==> src/rtl/tworeg_cpu.sv <==
module tworeg_cpu (
  input  logic        clk,
  input  logic        rst_n,
  output logic [15:0] imem_addr,
  input  logic [15:0] imem_data,
  output logic [15:0] dmem_addr,
  output logic [15:0] dmem_wdata,
  output logic        dmem_we,
  input  logic [15:0] dmem_rdata,
  output logic [15:0] reg0,
  output logic [15:0] reg1
);

  logic [15:0] pc, r0, r1;
  logic [15:0] rs_val, rt_val, imm, res, next_pc, seq_pc;
  logic [3:0]  op;
  logic        wr_en, wr_sel;

  assign op     = imem_data[15:12];
  assign rs_val = imem_data[11] ? r1 : r0;
  assign rt_val = imem_data[10] ? r1 : r0;
  assign imm    = {{6{imem_data[9]}}, imem_data[9:0]};
  assign seq_pc = pc + 16'd1;

  assign dmem_addr  = rs_val + imm;
  assign dmem_wdata = rt_val;
  assign dmem_we    = (op == 4'h5);

  always_comb begin
    res     = '0;
    wr_en   = 1'b0;
    wr_sel  = imem_data[10];
    next_pc = seq_pc;
    case (op)
      4'h1: begin
        wr_en  = 1'b1;
        wr_sel = imem_data[9];
        case (imem_data[1:0])
          2'b00: res = rs_val + rt_val;
          2'b01: res = rs_val - rt_val;
          2'b10: res = rs_val & rt_val;
          default: res = rs_val | rt_val;
        endcase
      end
      4'h2: begin wr_en = 1'b1; res = {rs_val[14:0], 1'b0}; end
      4'h3: begin wr_en = 1'b1; res = {1'b0, rs_val[15:1]}; end
      4'h4: begin wr_en = 1'b1; res = dmem_rdata; end
      4'h6: if (r0 == r1) next_pc = seq_pc + imm;
      4'h7: next_pc = {pc[15:12], imem_data[11:0]};
      4'h8: begin wr_en = 1'b1; res = rs_val + imm; end
      4'h9: begin wr_en = 1'b1; res = rs_val - imm; end
      4'hA: begin wr_en = 1'b1; res = rs_val & imm; end
      4'hB: begin wr_en = 1'b1; res = rs_val | imm; end
      default: ;
    endcase
  end

  always_ff @(posedge clk or negedge rst_n) begin
    if (!rst_n) begin
      pc <= '0;
      r0 <= '0;
      r1 <= '0;
    end else begin
      pc <= next_pc;
      if (wr_en && !wr_sel) r0 <= res;
      if (wr_en &&  wr_sel) r1 <= res;
    end
  end

  assign imem_addr = pc;
  assign reg0      = r0;
  assign reg1      = r1;

  a_r10_nop_holds_state: assert property (@(posedge clk) disable iff (!rst_n)
    (op == 4'h0 || op >= 4'hC) |=> (reg0 == $past(reg0) && reg1 == $past(reg1)
                                    && imem_addr == $past(imem_addr) + 16'd1));

  a_r9_jump_keeps_page: assert property (@(posedge clk) disable iff (!rst_n)
    (op == 4'h7) |=> (imem_addr[15:12] == $past(imem_addr[15:12])
                      && reg0 == $past(reg0) && reg1 == $past(reg1)));

  a_r8_branch_not_taken: assert property (@(posedge clk) disable iff (!rst_n)
    (op == 4'h6 && reg0 != reg1) |=> (imem_addr == $past(imem_addr) + 16'd1));

  a_r7_store_keeps_regs: assert property (@(posedge clk) disable iff (!rst_n)
    dmem_we |=> (reg0 == $past(reg0) && reg1 == $past(reg1)));

  a_r8_branch_keeps_regs: assert property (@(posedge clk) disable iff (!rst_n)
    (op == 4'h6) |=> $stable(reg0) && $stable(reg1));

endmodule

==> config.mk <==
export PLATFORM = sky130hd
export DESIGN_NAME = tworeg_cpu
export DESIGN_NICKNAME = d
export VERILOG_FILES = /design/src/rtl/tworeg_cpu.sv
export SDC_FILE = /design/constraint.sdc
export NUM_CORES = 1
export LEC_CHECK = 0
export ABC_AREA = 1
export BUFFER_PORTS_ARGS = -buffer_cell sky130_fd_sc_hd__buf_2
export CAP_MARGIN = 25
export CORE_ASPECT_RATIO = 0.6
export CORE_MARGIN = 8
export CORE_UTILIZATION = 29
export CTS_CLUSTER_DIAMETER = 100
export DETAILED_ROUTE_END_ITERATION = 8
export HOLD_SLACK_MARGIN = 0.03
export SLEW_MARGIN = 40
export SYNTH_ARGS = -nofsm -noshare
export SYNTH_HDL_FRONTEND = slang
export SYNTH_SLANG_ARGS = --single-unit
export TNS_END_PERCENT = 30
==> constraint.sdc <==
create_clock -name clk -period 3.35 [get_ports clk]
set_input_delay 0.335 -clock clk [delete_from_list [all_inputs] [get_ports clk]]
set_output_delay 0.335 -clock clk [all_outputs]
set_load 0.02 [all_outputs]
Word level (Yosys, flattened, before mapping)
Cells that the tools add are included.
{"block": "op_classes", "addsub": 6, "eq_ne": 14, "muxes": 8, "bitwise_logic": 4, "n_reduce_logical": 5}
{"op": "case mux 16 bit (8 select lines)", "n": 1}
{"op": "adder 16 bit", "n": 3}
{"op": "2-to-1 mux 16 bit", "n": 3}
{"op": "case mux 16 bit (3 select lines)", "n": 1}
{"op": "AND 16 bit", "n": 2}
{"op": "bitwise OR 16 bit", "n": 2}
{"op": "case mux 16 bit (2 select lines)", "n": 1}
{"op": "subtractor 16 bit", "n": 2}
{"op": "adder 16 x 1 -> 16 bit, second input constant", "n": 1}
{"op": "== test 16 bit", "n": 1}
{"op": "== test 4 x 3 -> 1 bit, second input constant", "n": 4}
{"op": "== test 4 bit, second input constant", "n": 4}
{"op": "== test 4 x 2 -> 1 bit, second input constant", "n": 2}
{"op": "OR reduction 8 bit", "n": 1}
{"op": "== test 4 x 1 -> 1 bit, second input constant", "n": 1}
{"op": "== test 2 x 1 -> 1 bit, second input constant", "n": 1}
{"op": "== test 2 bit, second input constant", "n": 1}
{"op": "logical AND 1 bit", "n": 2}
{"op": "zero test 2 bit", "n": 1}
{"op": "2-to-1 mux 1 bit", "n": 2}
{"op": "zero test 1 bit", "n": 1}
{"block": "totals", "register_bits": 48, "out_inout_bits": 81}

Logic depth before layout (Yosys ltp)
Gate-level depths: netlist (run 1).
{"block": "depth", "ltp_word": 4, "mapped_depth": 25, "depth_no_buf": 25}

Worst setup path before layout (run 1)
Ideal clock, no wire load.
{"block": "synth_timing", "path_kind": "register to register", "start": "reg r0[0], in the netlist reg0[0]", "end": "reg r0[15], in the netlist reg0[15]", "setup_ps": 117, "arrival_ps": 2930, "setup_slack_ps": 303, "stages_incl_launch_ff": 21, "cell_sequence": "dfrtp_1 > inv_1 > o21ai_2 > inv_1 > ha_1 > nand3_2 > nor2_2 > nand3_2 > o21ai_4 > xor2_1 > ha_1 > a21oi_1 > o21ai_0 > a21oi_1 > nand2_1 > nand3_1 > nand3_1 > nand2_1 > nand3_2 > nand2_1 > nand2_1"}
{"block": "synth_via", "elab_chain_cells": 4}
{"item": "start, declared", "line_no": "14", "text": "logic [15:0] pc, r0, r1;"}
{"item": "start signal, assigned", "line_no": "65", "text": "if (wr_en && !wr_sel) r0 <= res;"}
{"item": "2-to-1 mux 16 bit (*)", "line_no": "21", "text": "assign rt_val = imem_data[10] ? r1 : r0;"}
{"item": "via dmem_wdata[0]", "line_no": "7", "text": "output logic [15:0] dmem_wdata,"}
{"item": "subtractor 16 bit / adder 16 bit (equally long branches)", "line_no": "40, 39"}
{"item": "case mux 16 bit (3 select lines) (*)", "line_no": "38", "text": "case (imem_data[1:0])"}
{"item": "case mux 16 bit (8 select lines) (*)", "line_no": "34", "text": "case (op)"}
The timed path passes the listed nets; every way through them passes the cells marked *.
A chain may end at the register's enable or synchronous reset.

Worst setup path after layout (run 1)
{"block": "layout_timing", "start": "reg r1[0], in the netlist reg1[0]", "end": "out dmem_addr[12]"}
{"block": "layout_via", "elab_chain_cells": 2}
{"item": "start, declared", "line_no": "14"}
{"item": "start signal, assigned", "line_no": "66", "text": "if (wr_en && wr_sel) r1 <= res;"}
{"item": "2-to-1 mux 16 bit", "line_no": "20", "text": "assign rs_val = imem_data[11] ? r1 : r0;"}
{"item": "adder 16 bit", "line_no": "25", "text": "assign dmem_addr = rs_val + imm;"}
{"item": "end, declared", "line_no": "6", "text": "output logic [15:0] dmem_addr,"}
No other way between the ends.

==> metrics, run 1 <==
Tcrit/Tclk final=95.79%; clock-pin slew on the worst setup and hold paths=0.08 ns; Die ar.=33640 sq um; initial core utilization=29.43%; vias=9515; Async SR Flop Fraction=100.0%; CP Max Fanout=3; # placed instances=1813; Post-Syn Area=8083 sq um; mux cell area share after synthesis=0%; Ant. Diodes=0; worst-skew pair later-pin latency=0.32 ns; Leak Pwr=5.158 nW; CORE AREA=27460 sq um; Die Y=145.3 microns; Final min period=3.209 ns; Synth Area in XOR/XNOR=4.985%; r2r setup slk=0.15 ns; pins over their slew limit=0; top cells by area, synth=nand2_1 (17%), dfrtp_1 (15%), ha_1 (13%), inv_1 (8.2%), a21oi_1 (5.5%); largest area contributor in the netlist=nand2_1; P&R area growth vs syn=19.88%; DRT antenna net count=0; CP Class=flip-flop to output pin; GRT Resource Usage Total=19.59%; Final nets=1590; first-pass GRT wire length=51680 microns; max_cap viols=0; GRT overflow=0; RSZ-0062 raised after global routing=yes; most numerous cell in the Yosys netlist=nand2_1; VDD IR max=235.8 uV; Ports=115; Slew @ Worst Pin=0.7236 ns; floorplan row count=47; H-tree depth=2; GP Congestion=1.038; Post-Syn Nets=1437; WL/cell=18.84 microns; Num CTS Buffers=5; DP Wirelength=28900 microns; Hold Path Cell Cnt=3; FMAX=311.6 MHz; DRC Markers=0; utilization after layout=35.28%; Commonest cells post-synth=nand2_1 (366), inv_1 (176), a21oi_1 (89); #FFs+latches synth=48; initial DRC count=825; routed vias/inst=5.191; number of antenna violations at the first check in global routing=0; post-synthesis cell type count=53; Startpoint Class=flip-flop; Clock Sinks=48; root buffer cell=clkbuf_16; CP required=3.01 ns; vias in the first global route=8491; share of cells above drive strength 1=19.10%; critical path arrival=2.87 ns; clock skew=0.01254 ns; input/output buffers=114; die width=231.5 microns; Worst Setup EP=dmem_addr[12]; Hold Violations, Final=0; crit path from=reg1[0]; Synth Area in Adders=14.46%; Slew Limit Headroom=51.64%; Power Density=590.5 nW/um^2; total iterations of the first detailed-routing run=5; Clock Tree Buf Depth=2; CP endpoint kind=output pin; Synth Area in Simple Gates=34.32%; RR Endpoint=imem_addr[9]; Reg-to-Reg Start=imem_addr[0]; fillers=3088; Yosys warnings=0; Post-synth EDFFs=0; reg2reg path depth=16; post-synth top area share=17.00%; synthesized instance count=1312; register area share after synthesis=14.86%; worst hold path class=primary input to flip-flop; status=completed; Setup violations, final=0; post-synthesis compound-gate area fraction=20.53%; CTS tree=built; Top FF cell, synth=dfrtp_1; pin count of the biggest net entering global routing=26; final wirelength=34530 microns; Cell Count, Final, Fillers Out=1833; main combinational cell family by area after synthesis=simple AND/OR/NAND/NOR gates; mean area per synthesized cell=6.161 sq um
[area by class of cell]
type                            instances  area, sq um  share of cell area [%]
Clock inverter                          2        35.03                  0.3616
Timing Repair Buffer                  171         1003                   10.36
Clock buffer                            6        128.9                   1.330
Inverter                              199        747.0                   7.709
Sequential cell                        48         1201                   12.40
Tap cell                              367        459.2                   4.739
Multi-Input combinational cell       1040         6115                   63.11
[cells in the final DEF, fill, tap and decap left out, drive strengths merged, types with 4 or more instances in the layout]
master,count
nand2,396
inv,198
buf,170
o21ai,101
a21oi,89
ha,87
nand3,86
nor2,83
dfrtp,48
xor2,31
nand4,25
xnor2,15
nor3,15
o22ai,13
o21bai,10
a311oi,10
o211ai,9
a21o,8
a211oi,8
o221ai,7
and2,7
clkbuf,6
or2,6
nand3b,5
a221oi,5
o2111ai,4
fa,4
[registers in the layout, summed over array words and instances (netlist names)]
name / count
reg0: 16
imem_addr: 16
reg1: 16
[how the worst min path moves through the flow]
| stage | to | startpoint | slack (ns) |
|---|---|---|---|
| after floorplan | imem_addr[0] | rst_n | 0.04 |
| after global placement | reg0[12] | rst_n | 0.47 |
| after detailed placement | reg0[12] | rst_n | 0.47 |
| after CTS | imem_addr[6] | rst_n | 0.13 |
| after global routing | imem_addr[2] | imem_data[2] | 0.38 |
| final | imem_addr[2] | imem_data[2] | 0.36 |
[per-layer routing]
metal | routed length [microns] | vias up | GRT usage (%)
met2 | 12830 | 445 | 25.13
met3 | 3800 | 22 | 5.744
li1 | - | 4647 | -
met4 | 470 | 0 | 3.765
met5 | 0 | - | 0
met1 | 17430 | 4401 | 30.88
[power breakdown]
group	switching [mW]	internal [mW]
clock	0.270	0.353
sequential	0.180	0.726
combinational	2.78	1.41
[worst max-delay path, cell delays in order, from the launching register on]
cell	delay, ns
dfrtp_1	0.38
inv_1	0.08
nand2_1	0.05
o21ai_0	0.09
inv_1	0.10
ha_2	0.20
inv_1	0.07
fa_2	0.37
nand3b_1	0.19
nand2_2	0.13
buf_4	0.13
nand4_1	0.06
nand3_1	0.13
xor2_1	0.33
buf_2	0.24
[stage by stage]
step	cell area, sq um	TNS [ns]	power, mW	hold slack, ns	worst slack, ns
final	9689	0	5.721	0.3640	0.1409
after global routing	9689	-0.1101	6.166	0.3841	-0.03215
after CTS	9502	0	5.539	0.1336	0.01420
after detailed placement	9320	-0.3518	4.887	0.4721	-0.1509
after global placement	9320	-0.2938	4.880	0.4655	-0.1523
after floorplan	8083	0	3.593	0.03941	0.3030
[timing repair]
item / 4_1_cts / 5_1_grt
hold buffers: 0 / 1
pin swaps: 1 / 14
cloned: 0 / 0
resized for setup: 1 / 30
setup buffers: 2 / 9
endpoints found under the setup margin: 3 / 19
hold endpoints to repair: 0 / 24
[cells by family (layout without fill, tap and decap cells)]
kind of cell    after synthesis  count (layout)
simple gates                626             626
xor+xnor                     46              46
buf+inv                     224             378
flops                        48              48
fa+ha+maj                    91              91
compound gates              277             277
No activity file was read; power rests on OpenSTA's default activity.
==> run 2, diff against run 1 <==
BUFFER_PORTS_ARGS = default   (was -buffer_cell sky130_fd_sc_hd__buf_2)
DONT_BUFFER_PORTS = 1   (was default)
HOLD_SLACK_MARGIN = 0.02   (was 0.03)
clock period = 3.9 ns   (was 3.35 ns; I/O delays follow)
==> metrics, run 2 (synthesis results as in run 1) <==
status=completed (unchanged); floorplan row count=47 (unchanged); die width=231.5 microns (unchanged); most frequent cells in the layout=nand2_1 (366), inv_1 (176), a21oi_1 (89), ha_1 (87), nand3_1 (83) (was nand2_1 (361), inv_1 (170), buf_2 (113), a21oi_1 (83), ha_1 (83)); crit path from=reg1[0] (unchanged); Setup TNS=0 ns (unchanged); Num CTS Buffers=5 (unchanged); setup bufs post-CTS=0 (was 2); worst hold path class=primary input to flip-flop (unchanged); Worst Setup EP=dmem_addr[14] (was dmem_addr[12]); Final min period=3.634 ns; Setup violations, final=0 (unchanged); FMAX=275.2 MHz; Gates resized, CTS repair=0 (was 1); Reg-to-Reg Start=reg0[9] (was imem_addr[0]); share of cells above drive strength 1=8.604% (was 19.10%); Startpoint Class=flip-flop (unchanged); Hold Violations, Final=0 (unchanged); input/output buffers=0 (was 114); Leak Pwr=4.523 nW (was 5.158 nW); final worst setup slack=0.2663 ns (was 0.1409 ns); vias=9041 (was 9515); GRT overflow=0 (unchanged); CP Class=flip-flop to output pin (unchanged); CORE AREA=27460 sq um (unchanged); pin count of the biggest net entering global routing=49 (was 26); Final nets=1449 (was 1590); pre-CTS setup slack=0.4476 ns (was -0.1509 ns); Die ar.=33640 sq um (unchanged); routed vias/inst=5.340 (was 5.191); total iterations of the first detailed-routing run=7 (was 5); clock skew=0.01723 ns (was 0.01254 ns); Die Y=145.3 microns (unchanged); P&R area growth vs syn=9.288% (was 19.88%); initial DRC count=1074 (was 825); CTS tree=built (unchanged); Ports=115 (unchanged); Slew Limit Headroom=44.01% (was 51.64%); initial core utilization=29.43% (unchanged); GP Congestion=0.9675 (was 1.038); Finished Cell Area=8833 sq um (was 9689 sq um); DP Wirelength=28580 microns (was 28900 microns); dpl cell area=8622 sq um (was 9320 sq um); max_cap viols=0 (unchanged); VDD IR max=235.9 uV (was 235.8 uV); WL/cell=20.13 microns (was 18.84 microns); r2r setup slk=0.44 ns (was 0.15 ns); CP Max Fanout=5 (was 3); DRC Markers=0 (unchanged); critical path arrival=3.24 ns (was 2.87 ns); pins over their slew limit=0 (unchanged); vias in the first global route=8213 (was 8491); first-pass GRT wire length=51630 microns (was 51680 microns); Slew @ Worst Pin=0.8378 ns (was 0.7236 ns); Clock Sinks=48 (unchanged); reg2reg path depth=17 (was 16); CP endpoint kind=output pin (unchanged); commonest non-fill, non-tap cell in the layout=nand2_1 (unchanged); Tcrit/Tclk final=93.17%; DRT antenna net count=0 (unchanged); utilization after layout=32.17% (was 35.28%); clock-pin slew on the worst setup and hold paths=0.08 ns (about the same); final wirelength=34070 microns (was 34530 microns); RSZ-0062 raised after global routing=no (was yes); worst-skew pair later-pin latency=0.32 ns (about the same); Clock Tree Buf Depth=2 (unchanged); CP required=3.51 ns (was 3.01 ns); H-tree depth=2 (unchanged); GRT Resource Usage Total=19.71% (was 19.59%); Power Density=515.7 nW/um^2 (was 590.5 nW/um^2); RR Endpoint=reg1[14] (was imem_addr[9]); root buffer cell=clkbuf_16 (unchanged); number of antenna violations at the first check in global routing=1 (was 0)
==> run 2: cell types whose count changed in the layout (fill, tap and decap cells not counted), moves of 6 or more <==
cell | before | now
a21oi_1 | 83 | 89
buf_4 | 57 | 28
a21oi_2 | 6 | 0
inv_2 | 28 | 22
buf_2 | 113 | 0
inv_1 | 170 | 176
==> run 2: metrics by stage <==
stage | cells | power (mW) | hold WS, ns
2_1_floorplan | 1312 | 3.086 | 0.09441
3_3_place_gp | 1682 | 3.938 | 0.09977
3_5_place_dp | 1682 | 3.951 | 0.09950
4_1_cts | 1692 | 4.528 | 0.2037
5_1_grt | 1693 | 4.950 | 0.2192
6_report | 1693 | 4.555 | 0.2112
==> run 2: power by group <==
part	total [mW]	switching (mW)	internal, mW
Combinational	3.05	2.06	0.985
Sequential	0.973	0.354	0.620
Clock	0.536	0.230	0.306
Total	4.56	2.64	1.91
==> run 2: cell type report <==
class	instances	area, sq um
tap	367	459.2
fill	3007	18630
timing repair buffer	30	247.7
clock buffer	5	125.1
multi-input combinational	1040	6005
inverter	199	747.0
sequential	48	1201
antenna	1	2.502
clock inverter	3	46.29
==> run 2: worst max-delay path, cell delays in order, from the launching register on <==
cell      delay [ns]
dfrtp_1         0.53
inv_1           0.12
nand2_1         0.07
o21ai_0         0.10
inv_1           0.09
ha_1            0.20
inv_1           0.09
fa_1            0.45
nand3b_1        0.18
nand2_1         0.22
nand2_1         0.08
nand2_1         0.18
nand4_1         0.17
nand3_1         0.15
and2_1          0.30
==> run 2: timing repair <==
action,in CTS,in global routing
endpoints found under the hold margin,48,0
hold buffers,2,0
setup endpoints to repair,0,0
==> run 2: how the worst min path moves through the flow <==
stage / from / endpoint / slack (ns) / cells after the start
after floorplan: rst_n / imem_addr[0] / 0.09 / 0
after global placement: rst_n / imem_addr[9] / 0.1 / 0
after detailed placement: rst_n / imem_addr[11] / 0.1 / 0
after CTS: imem_data[2] / imem_addr[2] / 0.20 / 2
after global routing: imem_data[2] / imem_addr[2] / 0.22 / 2
final: imem_data[2] / imem_addr[2] / 0.21 / 2
==> run 2: layer usage <==
metal	GRT usage, %	wire (microns)	vias to the layer above
met2	25.91	12890	446
met1	29.71	16360	4218
li1	-	-	4359
met5	0	0	-
met3	7.262	4411	18
met4	3.797	412	0
